<file path="config.mk">
export PLATFORM = sky130hd
export DESIGN_NAME = frame_aligner
export DESIGN_NICKNAME = d
export VERILOG_FILES = /design/src/rtl/fa_pkg.sv /design/src/rtl/fa_window.sv /design/src/rtl/fa_sync_fsm.sv /design/src/rtl/fa_word_out.sv /design/src/rtl/frame_aligner.sv
export SDC_FILE = /design/constraint.sdc
export NUM_CORES = 1
export LEC_CHECK = 0
export ABC_AREA = 1
export BUFFER_PORTS_ARGS = -buffer_cell sky130_fd_sc_hd__buf_4
export CAP_MARGIN = 5
export CORE_MARGIN = 2
export CORE_UTILIZATION = 40
export DETAILED_ROUTE_END_ITERATION = 10
export PLACE_DENSITY = 0.69
export SYNTH_ARGS = -nofsm -noshare
export SYNTH_HDL_FRONTEND = slang
export SYNTH_SLANG_ARGS = --single-unit
</file>
<file path="constraint.sdc">
create_clock -name clk -period 3.36 [get_ports clk]
set_clock_uncertainty 0.05 [all_clocks]
set_input_delay 0.504 -clock clk [delete_from_list [all_inputs] [get_ports clk]]
set_output_delay 0.504 -clock clk [all_outputs]
set_load 0.02 [all_outputs]
</file>
<file path="src/rtl/fa_pkg.sv">
`timescale 1ns/1ps
package fa_pkg;
  typedef enum logic [1:0] {
    ST_SEARCH  = 2'd0,
    ST_CONFIRM = 2'd1,
    ST_LOCKED  = 2'd2
  } fa_state_e;
endpackage

</file>
<file path="src/rtl/fa_window.sv">
`timescale 1ns/1ps
// Sliding history over the nibble stream. Presents one candidate frame per
// in-nibble shift; each candidate ends inside the current nibble.
module fa_window #(
  parameter int NIB_W   = 6,
  parameter int FRAME_W = 12
) (
  input  logic                             clk,
  input  logic                             rst,
  input  logic [NIB_W-1:0]                 nib_i,
  input  logic                             zeros_sel_i,
  output logic [NIB_W-1:0][FRAME_W-1:0]    win_o,
  output logic [NIB_W-1:0]                 train_hit_o,
  output logic [NIB_W-1:0]                 frame_ok_o
);
  localparam int HIST_W = FRAME_W - 1;
  localparam int CAT_W  = HIST_W + NIB_W;

  logic [HIST_W-1:0]  hist_q;
  logic [CAT_W-1:0]   cat;
  logic [FRAME_W-1:0] pattern;

  // Older bits sit at higher indices.
  assign cat     = {hist_q, nib_i};
  assign pattern = {1'b1, {(FRAME_W-2){~zeros_sel_i}}, 1'b0};

  always_ff @(posedge clk) begin
    if (rst) hist_q <= '0;
    else     hist_q <= cat[HIST_W-1:0];
  end

  for (genvar s = 0; s < NIB_W; s++) begin : g_shift
    assign win_o[s]       = cat[s +: FRAME_W];
    assign train_hit_o[s] = (cat[s +: FRAME_W] == pattern);
    assign frame_ok_o[s]  = cat[s + FRAME_W - 1] & ~cat[s];
  end
endmodule

</file>
<file path="src/rtl/fa_sync_fsm.sv">
`timescale 1ns/1ps
// Boundary search, confirmation and loss tracking. The offset is a pair of
// nibble phase and in-nibble shift: 2 x NIB_W candidates.
module fa_sync_fsm
  import fa_pkg::*;
#(
  parameter int NIB_W       = 6,
  parameter int LOCK_FRAMES = 8,
  parameter int LOSS_FRAMES = 4
) (
  input  logic                       clk,
  input  logic                       rst,
  input  logic                       resync_i,
  input  logic [NIB_W-1:0]           train_hit_i,
  input  logic [NIB_W-1:0]           frame_ok_i,
  output logic [$clog2(NIB_W)-1:0]   sel_sh_o,
  output logic                       locked_o,
  output logic                       good_o,
  output logic                       bad_o
);
  localparam int SH_W    = $clog2(NIB_W);
  localparam int CNT_MAX = (LOCK_FRAMES > LOSS_FRAMES) ? LOCK_FRAMES : LOSS_FRAMES;
  localparam int CNT_W   = $clog2(CNT_MAX + 1);
  localparam logic [CNT_W-1:0] LOCK_LAST = CNT_W'(LOCK_FRAMES - 1);
  localparam logic [CNT_W-1:0] LOSS_LAST = CNT_W'(LOSS_FRAMES - 1);

  fa_state_e        st_q;
  logic [CNT_W-1:0] cnt_q;
  logic             ph_q;
  logic             lk_ph_q;
  logic [SH_W-1:0]  lk_sh_q;
  logic [SH_W-1:0]  hit_sh;
  logic             at_tick;
  logic             cur_ok;

  always_comb begin
    hit_sh = '0;
    for (int s = NIB_W - 1; s >= 0; s--) begin
      if (train_hit_i[s]) hit_sh = SH_W'(s);
    end
  end

  assign at_tick  = (ph_q == lk_ph_q);
  assign cur_ok   = frame_ok_i[lk_sh_q];
  assign sel_sh_o = lk_sh_q;
  assign locked_o = (st_q == ST_LOCKED);
  assign good_o   = locked_o && at_tick && cur_ok  && !resync_i;
  assign bad_o    = locked_o && at_tick && !cur_ok && !resync_i;

  always_ff @(posedge clk) begin
    if (rst) ph_q <= 1'b0;
    else     ph_q <= ~ph_q;
  end

  always_ff @(posedge clk) begin
    if (rst) begin
      st_q    <= ST_SEARCH;
      cnt_q   <= '0;
      lk_ph_q <= 1'b0;
      lk_sh_q <= '0;
    end else if (resync_i) begin
      st_q  <= ST_SEARCH;
      cnt_q <= '0;
    end else begin
      case (st_q)
        ST_SEARCH: begin
          if (|train_hit_i) begin
            lk_ph_q <= ph_q;
            lk_sh_q <= hit_sh;
            if (LOCK_FRAMES <= 1) begin
              st_q  <= ST_LOCKED;
              cnt_q <= '0;
            end else begin
              st_q  <= ST_CONFIRM;
              cnt_q <= CNT_W'(1);
            end
          end
        end
        ST_CONFIRM: begin
          if (at_tick) begin
            if (!cur_ok) begin
              st_q  <= ST_SEARCH;
              cnt_q <= '0;
            end else if (cnt_q == LOCK_LAST) begin
              st_q  <= ST_LOCKED;
              cnt_q <= '0;
            end else begin
              cnt_q <= cnt_q + 1'b1;
            end
          end
        end
        ST_LOCKED: begin
          if (at_tick) begin
            if (cur_ok) begin
              cnt_q <= '0;
            end else if (cnt_q == LOSS_LAST) begin
              st_q  <= ST_SEARCH;
              cnt_q <= '0;
            end else begin
              cnt_q <= cnt_q + 1'b1;
            end
          end
        end
        default: begin
          st_q  <= ST_SEARCH;
          cnt_q <= '0;
        end
      endcase
    end
  end
endmodule

</file>
<file path="src/rtl/fa_word_out.sv">
`timescale 1ns/1ps
// Registered payload output, valid strobe and sticky framing-error flag.
module fa_word_out #(
  parameter int DATA_W  = 10,
  parameter int FRAME_W = DATA_W + 2
) (
  input  logic               clk,
  input  logic               rst,
  input  logic               err_clr_i,
  input  logic               good_i,
  input  logic               bad_i,
  input  logic [FRAME_W-1:0] frame_i,
  output logic [DATA_W-1:0]  word_o,
  output logic               word_valid_o,
  output logic               frame_err_o
);
  always_ff @(posedge clk) begin
    if (rst) begin
      word_o       <= '0;
      word_valid_o <= 1'b0;
      frame_err_o  <= 1'b0;
    end else begin
      word_valid_o <= good_i;
      if (good_i) word_o <= frame_i[FRAME_W-2:1];
      if (bad_i)          frame_err_o <= 1'b1;
      else if (err_clr_i) frame_err_o <= 1'b0;
    end
  end
endmodule

</file>
<file path="src/rtl/frame_aligner.sv">
`timescale 1ns/1ps
module frame_aligner #(
  parameter int NIB_W       = 6,
  parameter int DATA_W      = 10,
  parameter int LOCK_FRAMES = 8,
  parameter int LOSS_FRAMES = 4
) (
  input  logic              clk,
  input  logic              rst,
  input  logic [NIB_W-1:0]  nib_i,
  input  logic              train_zeros_i,
  input  logic              resync_i,
  input  logic              err_clr_i,
  output logic [DATA_W-1:0] word_o,
  output logic              word_valid_o,
  output logic              locked_o,
  output logic              frame_err_o
);
  localparam int FRAME_W = DATA_W + 2;
  localparam int SH_W    = $clog2(NIB_W);

  logic [NIB_W-1:0][FRAME_W-1:0] win;
  logic [NIB_W-1:0]              train_hit;
  logic [NIB_W-1:0]              frame_ok;
  logic [SH_W-1:0]               sel_sh;
  logic                          good;
  logic                          bad;

  fa_window #(.NIB_W(NIB_W), .FRAME_W(FRAME_W)) u_window (
    .clk         (clk),
    .rst         (rst),
    .nib_i       (nib_i),
    .zeros_sel_i (train_zeros_i),
    .win_o       (win),
    .train_hit_o (train_hit),
    .frame_ok_o  (frame_ok)
  );

  fa_sync_fsm #(
    .NIB_W(NIB_W), .LOCK_FRAMES(LOCK_FRAMES), .LOSS_FRAMES(LOSS_FRAMES)
  ) u_fsm (
    .clk         (clk),
    .rst         (rst),
    .resync_i    (resync_i),
    .train_hit_i (train_hit),
    .frame_ok_i  (frame_ok),
    .sel_sh_o    (sel_sh),
    .locked_o    (locked_o),
    .good_o      (good),
    .bad_o       (bad)
  );

  fa_word_out #(.DATA_W(DATA_W), .FRAME_W(FRAME_W)) u_out (
    .clk          (clk),
    .rst          (rst),
    .err_clr_i    (err_clr_i),
    .good_i       (good),
    .bad_i        (bad),
    .frame_i      (win[sel_sh]),
    .word_o       (word_o),
    .word_valid_o (word_valid_o),
    .frame_err_o  (frame_err_o)
  );
endmodule

</file>
==> flow_summary_export.csv <==
group,metric,value,unit
clocking,cts_root_buffer,"clkbuf_8",
synth,synth_nets,404,
detailed_routing,viasPerCell,5.09,
synth,ys.flop_type,"dfxtp_1",
detailed_routing,routed-wl-met3,390,microns
floorplanning,num_rows,27,
critical_path,worst-path-max-fanout,19,
clocking,clk_pin_slew,0.07,ns
synth,ys_seq_area_share,29.1,%
clocking,post_cts_buffers,0,
detailed_routing,ant_nets,0,
detailed_routing,wire_per_inst,12.4,microns
critical_path,setup.worst_path.start_class,"flip-flop",
placed_design,dp_cells,477,
critical_path,r2r_setup_slack,1.25,ns
synth,synthTopCellsByArea,"dfxtp_1 (29%), nand2_1 (17%), nor2_1 (11%)",
min_path,hp-start,"u_fsm.ph_q",
synth,synth_warnings,0,
min_path,holdPathStages,1,
clocking,cts.sinks,34,
sta,tns,0,ns
synth,post-synth-top-area-cell,"dfxtp_1",
grt,grt_overflow,0,
power_and_ir_drop,powerDensity,320,nW/um^2
floorplanning,core_area,5570,sq um
sta,slew_headroom,71.5,%
cells_and_area,multi_input_area,1410,sq um
detailed_routing,drt-pass1-iter-count,5,
cells_and_area,ff_latch_area,681,sq um
synth,yosys.area.top_type_share,29.1,%
placed_design,numPortBuffers,23,
critical_path,crit_arrival,2.28,ns
synth,synth_most_common_cell,"nand2_1",
cells_and_area,diodes,0,
cells_and_area,drive_gt1_share,14.0,%
detailed_routing,num_vias,2470,
sta,finalCritPeriodShare,62.9,%
min_path,hold_end,"u_fsm.ph_q",
cells_and_area,stdcell_count,485,
critical_path,worst_setup_path_end_kind,"flip-flop",
detailed_routing,drc_errors,0,
run,cap_viol_max_count,0,
synth,post_synth_num_cell_types,32,
sta,setup_viol,0,
power_and_ir_drop,vdd_drop_max,0.150,mV
synth,synth_area_per_cell,5.96,sq um
cells_and_area,fillers,590,
sta,final-max-slew-violation-count,0,
sta,finalHoldViolations,0,
sta,period_needed,2.11,ns
detailed_routing,drtIter0Drc,230,
run_status,outcome,"complete, no violations",
clocking,cts_hold_buf,0,
synth,ys_ff_latch,34,
clocking,clkLatencyLatePin,0.28,ns
grt,grt_antenna_before_repair,0,
synth,synthTopCellsByCount,"nand2_1 (105), nor2_1 (68), inv_1 (45), dfxtp_1 (34), o21ai_0 (28)",
critical_path,worstReg2RegStart,"u_fsm.sel_sh_o[1]",
detailed_routing,met2_wirelength,2.60,mm
clocking,cts_max_path_buffers,2,
sta,max_freq,473,MHz
floorplanning,fp.dieH,80.4,microns
floorplanning,dieArea,6470,sq um
placed_design,gp_congestion,0.937,
min_path,hold_path.class,"reg2reg",
clocking,cts_max_level,2,
clocking,cts_tree,"yes",
detailed_routing,wirelength_met1,2.85,mm
critical_path,rr_worst_depth,8,
synth,synth_edf_count,0,
synth,synthCells,392,
floorplanning,die_w,80.4,microns
sta,rsz0062_at_grt,"no",
detailed_routing,wl,6.00,mm
sta,tightest_slew,0.426,ns
critical_path,cp.required,3.52,ns
clocking,cts_buffers,5,
placed_design,dp_hpwl,4.63,mm
critical_path,r2r-end,"u_out.word_o[0]",
synth,synth_area,2340,sq um
floorplanning,start_util,41.9,%
critical_path,critPathKind,"reg2reg",
detailed_routing,highest-signal-layer,"met4",
grt,first_global_vias,2178,
floorplanning,pin_count,24,
clocking,cts-resized-gates,0,
power_and_ir_drop,p_leak,1.25,nW
cells_and_area,nets,424,
synth,async_reset_ff_share,0,%
cells_and_area,syn_to_final_growth,13.0,%
grt,grt_start_max_net_pins,20,
grt,grt_pass1_wl,10.3,mm
grt,track_usage,20.2,%
## per-stage QoR
step / cell area (sq um) / power [mW] / hold WS [ns] / util (%) / worst slack (ns)
after global placement: 2550 / 0.540 / 0.390 / 45.7 / 1.22
final: 2640 / 0.844 / 0.412 / 47.4 / 1.25
after detailed placement: 2550 / 0.541 / 0.404 / 45.7 / 1.23
after CTS: 2640 / 0.852 / 0.416 / 47.4 / 1.25
after floorplan: 2340 / 0.507 / 0.376 / - / 1.68
after global routing: 2640 / 0.888 / 0.423 / 47.4 / 0.957
## sequential cells by signal, summed over array words and instances (netlist names)
name and flops:
u_fsm.cnt_q 4, u_fsm.st_q 2, u_out.frame_err_o 1, u_out.word_o 10, u_out.word_valid_o 1, u_window.hist_q 11
u_fsm.sel_sh_o 3, u_fsm.lk_ph_q 1, u_fsm.ph_q 1
## cells in the final DEF, fill, tap and decap left out, types with 2 or more instances in the layout
cell type,netlist,routed
nor2_4,2,2
dfxtp_1,34,34
nand2_2,9,9
nor2_2,3,3
o21ai_0,28,28
nor2_1,68,68
nor3_1,7,7
inv_1,45,45
nand2_1,105,105
nand3_4,2,2
a31oi_1,5,5
nand3_1,25,25
nand4_1,5,5
nand3b_1,2,2
o211ai_1,6,6
or2_2,3,3
clkbuf_8,0,6
buf_4,2,24
a21oi_1,19,19
inv_2,4,4
## power by group
| group | total [mW] | switching [mW] | internal (mW) | leakage, nW |
|---|---|---|---|---|
| Combinational | 0.115 | 0.0784 | 0.0362 | 0.925 |
| Sequential | 0.419 | 0.00882 | 0.410 | 0.277 |
| Clock | 0.311 | 0.145 | 0.165 | 0.0482 |
## kinds of logic (layout without fill, tap and decap cells)
| group | count (synthesis) | in the layout | share of synthesized area (%) |
|---|---|---|---|
| simple gates | 235 | 235 | 45.3 |
| compound gates | 60 | 60 | 13.9 |
| buf+inv | 60 | 81 | 10.4 |
| flops | 34 | 34 | 29.1 |
| xor+xnor | 2 | 2 | 0.750 |
| fa+ha+maj | 1 | 1 | 0.535 |
## critical path, stage by stage (launching register included)
cell and delay (ns):
dfxtp_1 0.56, inv_1 0.30, nand3_1 0.17, nand3_1 0.08, nand2_1 0.23, nand2_1 0.16, inv_2 0.23, o21ai_0 0.12
a31oi_1 0.16
## worst max-delay path by stage
stage,start,depth (start not counted),end
5_1_grt,u_fsm.sel_sh_o[1],8,u_out.word_o[8]
2_1_floorplan,train_zeros_i,13,u_fsm.cnt_q[0]
3_3_place_gp,nib_i[5],10,u_out.word_o[2]
6_report,u_fsm.sel_sh_o[1],8,u_out.word_o[0]
3_5_place_dp,nib_i[5],10,u_out.word_o[1]
4_1_cts,u_fsm.sel_sh_o[1],8,u_out.word_o[1]
## routing by layer
layer,vias to the layer above,global-route usage [%]
li1,1287,-
met1,1088,29.1
met2,81,30.2
met3,14,2.70
met4,0,8.14
met5,-,0
## area by class of cell
class                   count  share of cell area [%]
clock buffers               7                    3.27
clock inverters             1                   0.190
inverters                  49                    6.97
multi-input cells         298                    53.6
flip-flops and latches     34                    25.8
well taps                  72                    3.41
repair buffers             24                    6.82
No activity file was read; power rests on OpenSTA's default activity.
